==> src/rtl/ptib_pkg.sv <==
package ptib_pkg;
  localparam int unsigned BUS_W   = 32;
  localparam int unsigned BYTE_W  = 8;
  localparam int unsigned ADDR_W  = 8;
  localparam int unsigned CLR_BIT = 0;
  localparam int unsigned CLK_BIT = 1;
  localparam int unsigned EN_BIT  = 16;

  typedef struct packed {
    logic              clr;
    logic              clk;
    logic              en;
    logic [BYTE_W-1:0] din;
  } ptib_pins_t;
endpackage

==> src/rtl/ptib_host_regs.sv <==
module ptib_host_regs
  import ptib_pkg::*;
#(
  parameter int unsigned W = BUS_W
) (
  input  logic         clk,
  input  logic         rst_n,
  input  logic         wr_valid,
  input  logic         wr_sel,
  input  logic [W-1:0] wr_data,
  output ptib_pins_t   pins
);
  ptib_pins_t pins_q;
  logic       unused_bits;

  assign unused_bits = ^{wr_data[W-1:EN_BIT+1], wr_data[EN_BIT-1:BYTE_W]};

  always_ff @(posedge clk) begin
    if (!rst_n) begin
      pins_q <= '0;
    end else if (wr_valid) begin
      if (wr_sel) begin
        pins_q.din <= wr_data[BYTE_W-1:0];
        pins_q.en  <= wr_data[EN_BIT];
      end else begin
        pins_q.clr <= wr_data[CLR_BIT];
        pins_q.clk <= wr_data[CLK_BIT];
      end
    end
  end

  assign pins = pins_q;
endmodule

==> src/rtl/ptib_phy_model.sv <==
module ptib_phy_model
  import ptib_pkg::*;
#(
  parameter int unsigned AW = ADDR_W,
  parameter int unsigned DW = BYTE_W
) (
  input  logic          clk,
  input  logic          rst_n,
  input  logic          tclr,
  input  logic          tclk,
  input  logic          ten,
  input  logic [DW-1:0] tdin,
  output logic [DW-1:0] tdout
);
  localparam int unsigned DEPTH = 1 << AW;

  logic          tclk_d;
  logic          fall;
  logic          addr_ld;
  logic          data_ld;
  logic [AW-1:0] addr_q;
  logic [DW-1:0] cells [DEPTH];

  assign fall    = tclk_d & ~tclk;
  assign addr_ld = fall & ten & ~tclr;
  assign data_ld = fall & ~ten & ~tclr;

  always_ff @(posedge clk) begin
    if (!rst_n) begin
      tclk_d <= 1'b0;
      addr_q <= '0;
    end else begin
      tclk_d <= tclk;
      if (tclr)         addr_q <= '0;
      else if (addr_ld) addr_q <= tdin[AW-1:0];
    end
  end

  for (genvar i = 0; i < DEPTH; i++) begin : g_cell
    logic [DW-1:0] cell_q;
    always_ff @(posedge clk) begin
      if (!rst_n || tclr)                              cell_q <= '0;
      else if (data_ld && addr_q == AW'(i))            cell_q <= tdin;
    end
    assign cells[i] = cell_q;
  end

  assign tdout = cells[addr_q];
endmodule

==> src/rtl/ptib_bridge.sv <==
module ptib_bridge
  import ptib_pkg::*;
#(
  parameter int unsigned W  = BUS_W,
  parameter int unsigned AW = ADDR_W
) (
  input  logic              clk,
  input  logic              rst_n,
  input  logic              hst_valid,
  output logic              hst_ready,
  input  logic              hst_sel,
  input  logic [W-1:0]      hst_wdata,
  output logic              phy_clr,
  output logic              phy_clk,
  output logic              phy_en,
  output logic [BYTE_W-1:0] phy_din,
  output logic [BYTE_W-1:0] phy_dout
);
  ptib_pins_t pins;

  assign hst_ready = 1'b1;

  ptib_host_regs #(.W(W)) u_regs (
    .clk      (clk),
    .rst_n    (rst_n),
    .wr_valid (hst_valid & hst_ready),
    .wr_sel   (hst_sel),
    .wr_data  (hst_wdata),
    .pins     (pins)
  );

  ptib_phy_model #(.AW(AW), .DW(BYTE_W)) u_model (
    .clk   (clk),
    .rst_n (rst_n),
    .tclr  (pins.clr),
    .tclk  (pins.clk),
    .ten   (pins.en),
    .tdin  (pins.din),
    .tdout (phy_dout)
  );

  assign phy_clr = pins.clr;
  assign phy_clk = pins.clk;
  assign phy_en  = pins.en;
  assign phy_din = pins.din;
endmodule

==> config.mk <==
export PLATFORM = sky130hd
export DESIGN_NAME = ptib_bridge
export DESIGN_NICKNAME = d
export VERILOG_FILES = /design/src/rtl/ptib_pkg.sv /design/src/rtl/ptib_host_regs.sv /design/src/rtl/ptib_phy_model.sv /design/src/rtl/ptib_bridge.sv
export SDC_FILE = /design/constraint.sdc
export NUM_CORES = 2
export LEC_CHECK = 0
export BUFFER_PORTS_ARGS = -buffer_cell sky130_fd_sc_hd__clkbuf_2
export CAP_MARGIN = 20
export CORE_MARGIN = 3
export CORE_UTILIZATION = 40
export DETAILED_ROUTE_END_ITERATION = 10
export SLEW_MARGIN = 30
export SYNTH_ARGS = -nofsm -noshare
export SYNTH_HDL_FRONTEND = slang
export SYNTH_SLANG_ARGS = --single-unit
export TNS_END_PERCENT = 50
==> constraint.sdc <==
create_clock -name clk -period 3.4 [get_ports clk]
set_input_delay 0.68 -clock clk [delete_from_list [all_inputs] [get_ports clk]]
set_output_delay 0.68 -clock clk [all_outputs]
set_load 0.05 [all_outputs]
# Word-level counts from Yosys, hierarchy flattened
# Index checks and enable logic that the tools add are counted.
# totals
register_bits	2068
inputBits	36
out_inout_bits	20
word_cells	794
# classes
order_cmp	1
n_eq_ne	255
muxes	3
n_bitwise	11
reduce_logical	262
# op_table
operator	n
equality test 8 bit (second input constant)	128
equality test 8 x 7 -> 1 bit (second input constant)	64
equality test 8 x 6 -> 1 bit (second input constant)	32
logical AND 1 bit	256
equality test 8 x 5 -> 1 bit (second input constant)	16
binary-select mux 8 bit (select 8 bit)	1
equality test 8 x 4 -> 1 bit (second input constant)	8
equality test 8 x 3 -> 1 bit (second input constant)	4
equality test 8 x 2 -> 1 bit (second input constant)	2
2-to-1 mux 8 bit	2
greater-or-equal comparator 9 bit (second input constant)	1
NOT 8 -> 9 bit	1
equality test 8 x 1 -> 1 bit (second input constant)	1
zero test 8 bit	1
bitwise AND 1 bit	5
NOT 1 bit	5
AND reduction 2 bit	2
OR reduction 2 bit	1
zero test 1 bit	1
logical OR 1 bit	1

# Logic depth before layout (Yosys ltp)
# depth
ltp_word	5
depth_mapped	9
depth_no_buf	5

# Hierarchy
# Synthesis repeated with hierarchy kept, for this count alone.
# hier_totals
cells_unflattened	10620
hier_area_um2	89341.9
# by_module_without_submodules
module	instances	cells_per_inst	area_per_inst_um2	seq_area_each_um2
ptib_phy_model	1	10569	88892.8	41179.5
ptib_host_regs	1	49	437.9	220.2
ptib_bridge	1	2	11.3	0.0

# Least setup slack after synthesis
# Ideal clock, no wire load.
# synth_path
path_kind	reg-to-output
from	reg u_model.addr_q[0]
to	out phy_dout[0]
t_arrival_ps	2810
required_time_ps	2720
slack_ps	-90
path_stages_with_launch	9
n_path_buf	3
cell_sequence	dfxtp_1 > buf_2 > buf_2 > buf_1 > mux4_2 > a22oi_1 > a21oi_1 > o41ai_1 > nand4_1
# synth_between
elab_chain_len	4
# synth_rtl
element	line_no	source
from (decl)	ptib_phy_model.sv:21	logic [AW-1:0] addr_q;
from (signal assigned)	ptib_phy_model.sv:35	else if (addr_ld) addr_q <= tdin[AW-1:0];
NOT 8 -> 9 bit (implied by the code)	ptib_phy_model.sv:48	assign tdout = cells[addr_q];
binary-select mux 8 bit (select 8 bit)	ptib_phy_model.sv:48	
2-to-1 mux 8 bit (implied by the code) (2 in series)	ptib_phy_model.sv:48	
to (decl)	ptib_bridge.sv:17	output logic [BYTE_W-1:0] phy_dout
# Every way passes these cells. The select of a mux whose other input is x is not followed.

# Final worst setup path
# layout_path
from	reg u_model.addr_q[0]
to	out phy_dout[4]
# Same word-level chain as after synthesis.

==> flow_summary.toml <==
[route]
wl_per_cell_um = 22.81
final_antenna_net_count = 0
finalWirelength_um = 308300
via_per_inst = 5.917
drc_errors = 0
drt_iter0_drc = 9682
via_count = 79980
firstDrtPassIters = 9

[global_routing]
gr-total-overflow = 0
grt_max_degree = 124
grt_pass1_vias = 75670
antenna_found_initial = 8
grt_usage_pct = 25.87
grt_pass1_wl_um = 466000

[setup_path]
critPathRequiredTime_ns = 2.72
worstPathArrival_ns = 4.26
reg2reg_to = "u_model.g_cell[137].cell_q[0]"
path_cells = "buf_12, buf_12, buf_16, buf_12, buf_4, mux4_2, a22oi_2, a21oi_4, o41ai_4, buf_4, nand4_1, buf_8"
cp_common_cell = "buf_12"
end_kind = "output port"
cp-start-kind = "register"
crit_end = "phy_dout[4]"
critPathMaxFanout = 8
cpPeakStageDelay_ns = 0.49
critPathSlowestCell = "mux4_2"
reg2regPathDepth = 12
path_class = "register to output port"
crit_path_start = "u_model.addr_q[0]"
rrSetupSlack_ns = 0.05
rr_startpoint = "u_model.addr_q[0]"

[die]
core_area_um2 = 220600
num_rows = 172
initial_core_util_pct = 40.39
die_width_um = 478.0
fp.dieArea_um2 = 228500
die_h_um = 478.0
io-pin-count = 56

[logic_synthesis]
syn_area_um2 = 89100
ys_ff_latch = 2068
post_synth_num_cell_types = 39
syn_area_per_cell_um2 = 8.435
ys.warnings.count = 0
synth_cells = 10560
syn_nets = 10600
seq_area_frac_synth_pct = 46.46

[power]
p_comb_share_pct = 2.6
switchingPower_mw = 11.28
clock_power_share_pct = 47.9
powerDensity_nw_per_um2 = 474.4
max-vdd-ir-drop_mv = 0.4190
p_int_mw = 37.79
p_seq_share_pct = 49.5
p_leak_nw = 31.07
swShare_pct = 22.99

[sta]
clock.fmax_mhz = 202.4
fin_setup_tns_ns = -11.80
post-route-min-period_ns = 4.940
tightest_slew_ns = 0.9961
relSlewSlack_pct = 33.60
final.setup_skew_ns = 0.04825
period_share_pct = 145.3
timing.hold.ws_ns = 0.05924
worst_slack_ns = -1.540
setup_viol = 8
hold_violations = 0
slew_viol_final = 0
rsz0062_at_grt = "yes"

[layout]
syn2layout_area_growth_pct = 16.09
multi_input_area_um2 = 44950
finalInstanceArea_um2 = 103400
layout.nets = 10420
regArea_um2 = 41440
fill_cells = 20580
drive_above_1_share_pct = 15.24

[clocking]
root_buffer = "clkbuf_16"
clock-sinks = 2068
cts_tree = "yes"
htreeDepth = 4
cts.path.max_buffers = 3
cts_buffers = 206
clk_pin_slew_ns = 0.06
clkLatencyLatePin_ns = 0.88

[placed_design]
hpwl_um = 190800
globalplace.congestion = 0.8963
dpl-instance-area_um2 = 95050
io_buffers = 31

[outcome]
violations = "negative setup slack"
status = "finished, violations left"

[worst_hold_path]
hp-class = "input pin to register"

[job]
max_cap_viol_count = 0
[cell usage after synthesis, drive strengths merged]
cell / count / share of area (%)
nand2: 3194 / 13
and3: 1 / 0.0070
nor2: 258 / 1.4
nand2b: 8 / 0.056
nor4: 8 / 0.14
a21oi: 2128 / 12
o41ai: 32 / 0.31
nand3b: 1 / 0.0084
nand4: 16 / 0.11
nor2b: 8 / 0.056
or4b: 1 / 0.015
a22oi: 256 / 2.2
inv: 1 / 0.0042
o21ai: 512 / 2.9
or4: 5 / 0.042
buf: 238 / 1.2
mux4: 512 / 13
nor4b: 1 / 0.0098
clkbuf: 711 / 3.0
or3: 1 / 0.0070
and4: 4 / 0.039
mux2i: 58 / 0.65
nand3: 518 / 2.9
nor3b: 1 / 0.0084
dfxtp: 2068 / 46
or2: 2 / 0.014
conb: 1 / 0.0042
a21boi: 9 / 0.076
nor3: 8 / 0.083
and2: 3 / 0.021
[final cells by class]
type	instances	area share, %
repair buffers	561	6.161
well taps	2958	3.578
inverters	1	0.003629
multi-input cells	7546	43.45
clock inverters	70	0.8298
diodes	5	0.01210
clock buffers	307	5.905
flip-flops and latches	2068	40.06
[flip-flops by register name, indices dropped and copies added (netlist names)]
name and flops:
u_model.tclk_d 1, u_model.g_cell.cell_q 2048, u_regs.pins 11, u_model.addr_q 8
[cell families (layout without fill, tap and decap cells)]
| group | count (synthesis) | after routing | synth area share, % |
|---|---|---|---|
| compound gates | 2937 | 2937 | 17.38 |
| buf+inv | 950 | 939 | 4.228 |
| flops | 2068 | 2068 | 46.46 |
| mux | 570 | 570 | 13.59 |
| other cells | 1 | 6 | 0.004209 |
| simple gates | 4038 | 4038 | 18.34 |
[power by group through the flow]
stage	registers (mW)	logic (mW)	clock network [mW]
final	24.3	1.27	23.5
after global routing	24.3	1.33	24.7
after CTS	24.3	1.24	23.8
after detailed placement	24.8	1.23	0
after global placement	24.8	1.22	0
after floorplan	24.8	0.779	0
[metal layers]
metal	GRT usage, %	share of wire [%]
met5	0	0.011
met4	10.93	4.2
met3	4.728	9.3
met2	40.19	45
met1	35.35	42
[worst min-delay path by stage]
stage                             startpoint                             to  slack (ns)  depth (start not counted)
4_1_cts                         hst_wdata[2]                 u_regs.pins[2]       0.009                          3
5_1_grt                         hst_wdata[6]                 u_regs.pins[6]        0.05                          3
6_report                        hst_wdata[6]                 u_regs.pins[6]        0.06                          3
3_5_place_dp   u_model.g_cell[226].cell_q[3]  u_model.g_cell[226].cell_q[3]        0.44                          2
2_1_floorplan  u_model.g_cell[102].cell_q[0]  u_model.g_cell[102].cell_q[0]        0.43                          2
3_3_place_gp   u_model.g_cell[100].cell_q[7]  u_model.g_cell[100].cell_q[7]        0.44                          2
[cells in the final DEF, fill, tap and decap left out, types with 202 or more instances in the layout]
master and instances:
nand2_1 3192, a21oi_1 2094, dfxtp_1 2058, nand3_1 515
mux4_2 512, o21ai_0 512, buf_4 361, a22oi_1 212
clkbuf_16 210, nor2_1 202
[per-stage QoR]
step	instances	total power [mW]	utilization (%)	setup WS (ns)
2_1_floorplan	10560	25.58	-	0.009714
3_3_place_gp	13100	26.03	43.06	-1.788
3_5_place_dp	13100	26.05	43.09	-1.066
4_1_cts	13490	49.27	46.68	-1.526
5_1_grt	13510	50.31	46.89	-1.545
6_report	13520	49.07	46.89	-1.540
[worst max-delay path, delay by kind of cell, from the launching register on]
family / cells / cell delay (ns)
AOI/OAI and AO/OA: 3 / 0.83
buffers and inverters: 7 / 1.24
DFF: 1 / 0.41
muxes: 1 / 0.49
and+or+nand+nor: 1 / 0.38
[what timing repair did]
item | 4_1_cts | 5_1_grt
hold buffers | 3 | 0
resized for setup | 97 | 70
cloned | 7 | 1
endpoints found under the hold margin | 3 | 0
endpoints found under the setup margin | 8 | 38
pin swaps | 32 | 35
buffers inserted | 10 | 18
No activity file was read; power rests on OpenSTA's default activity.
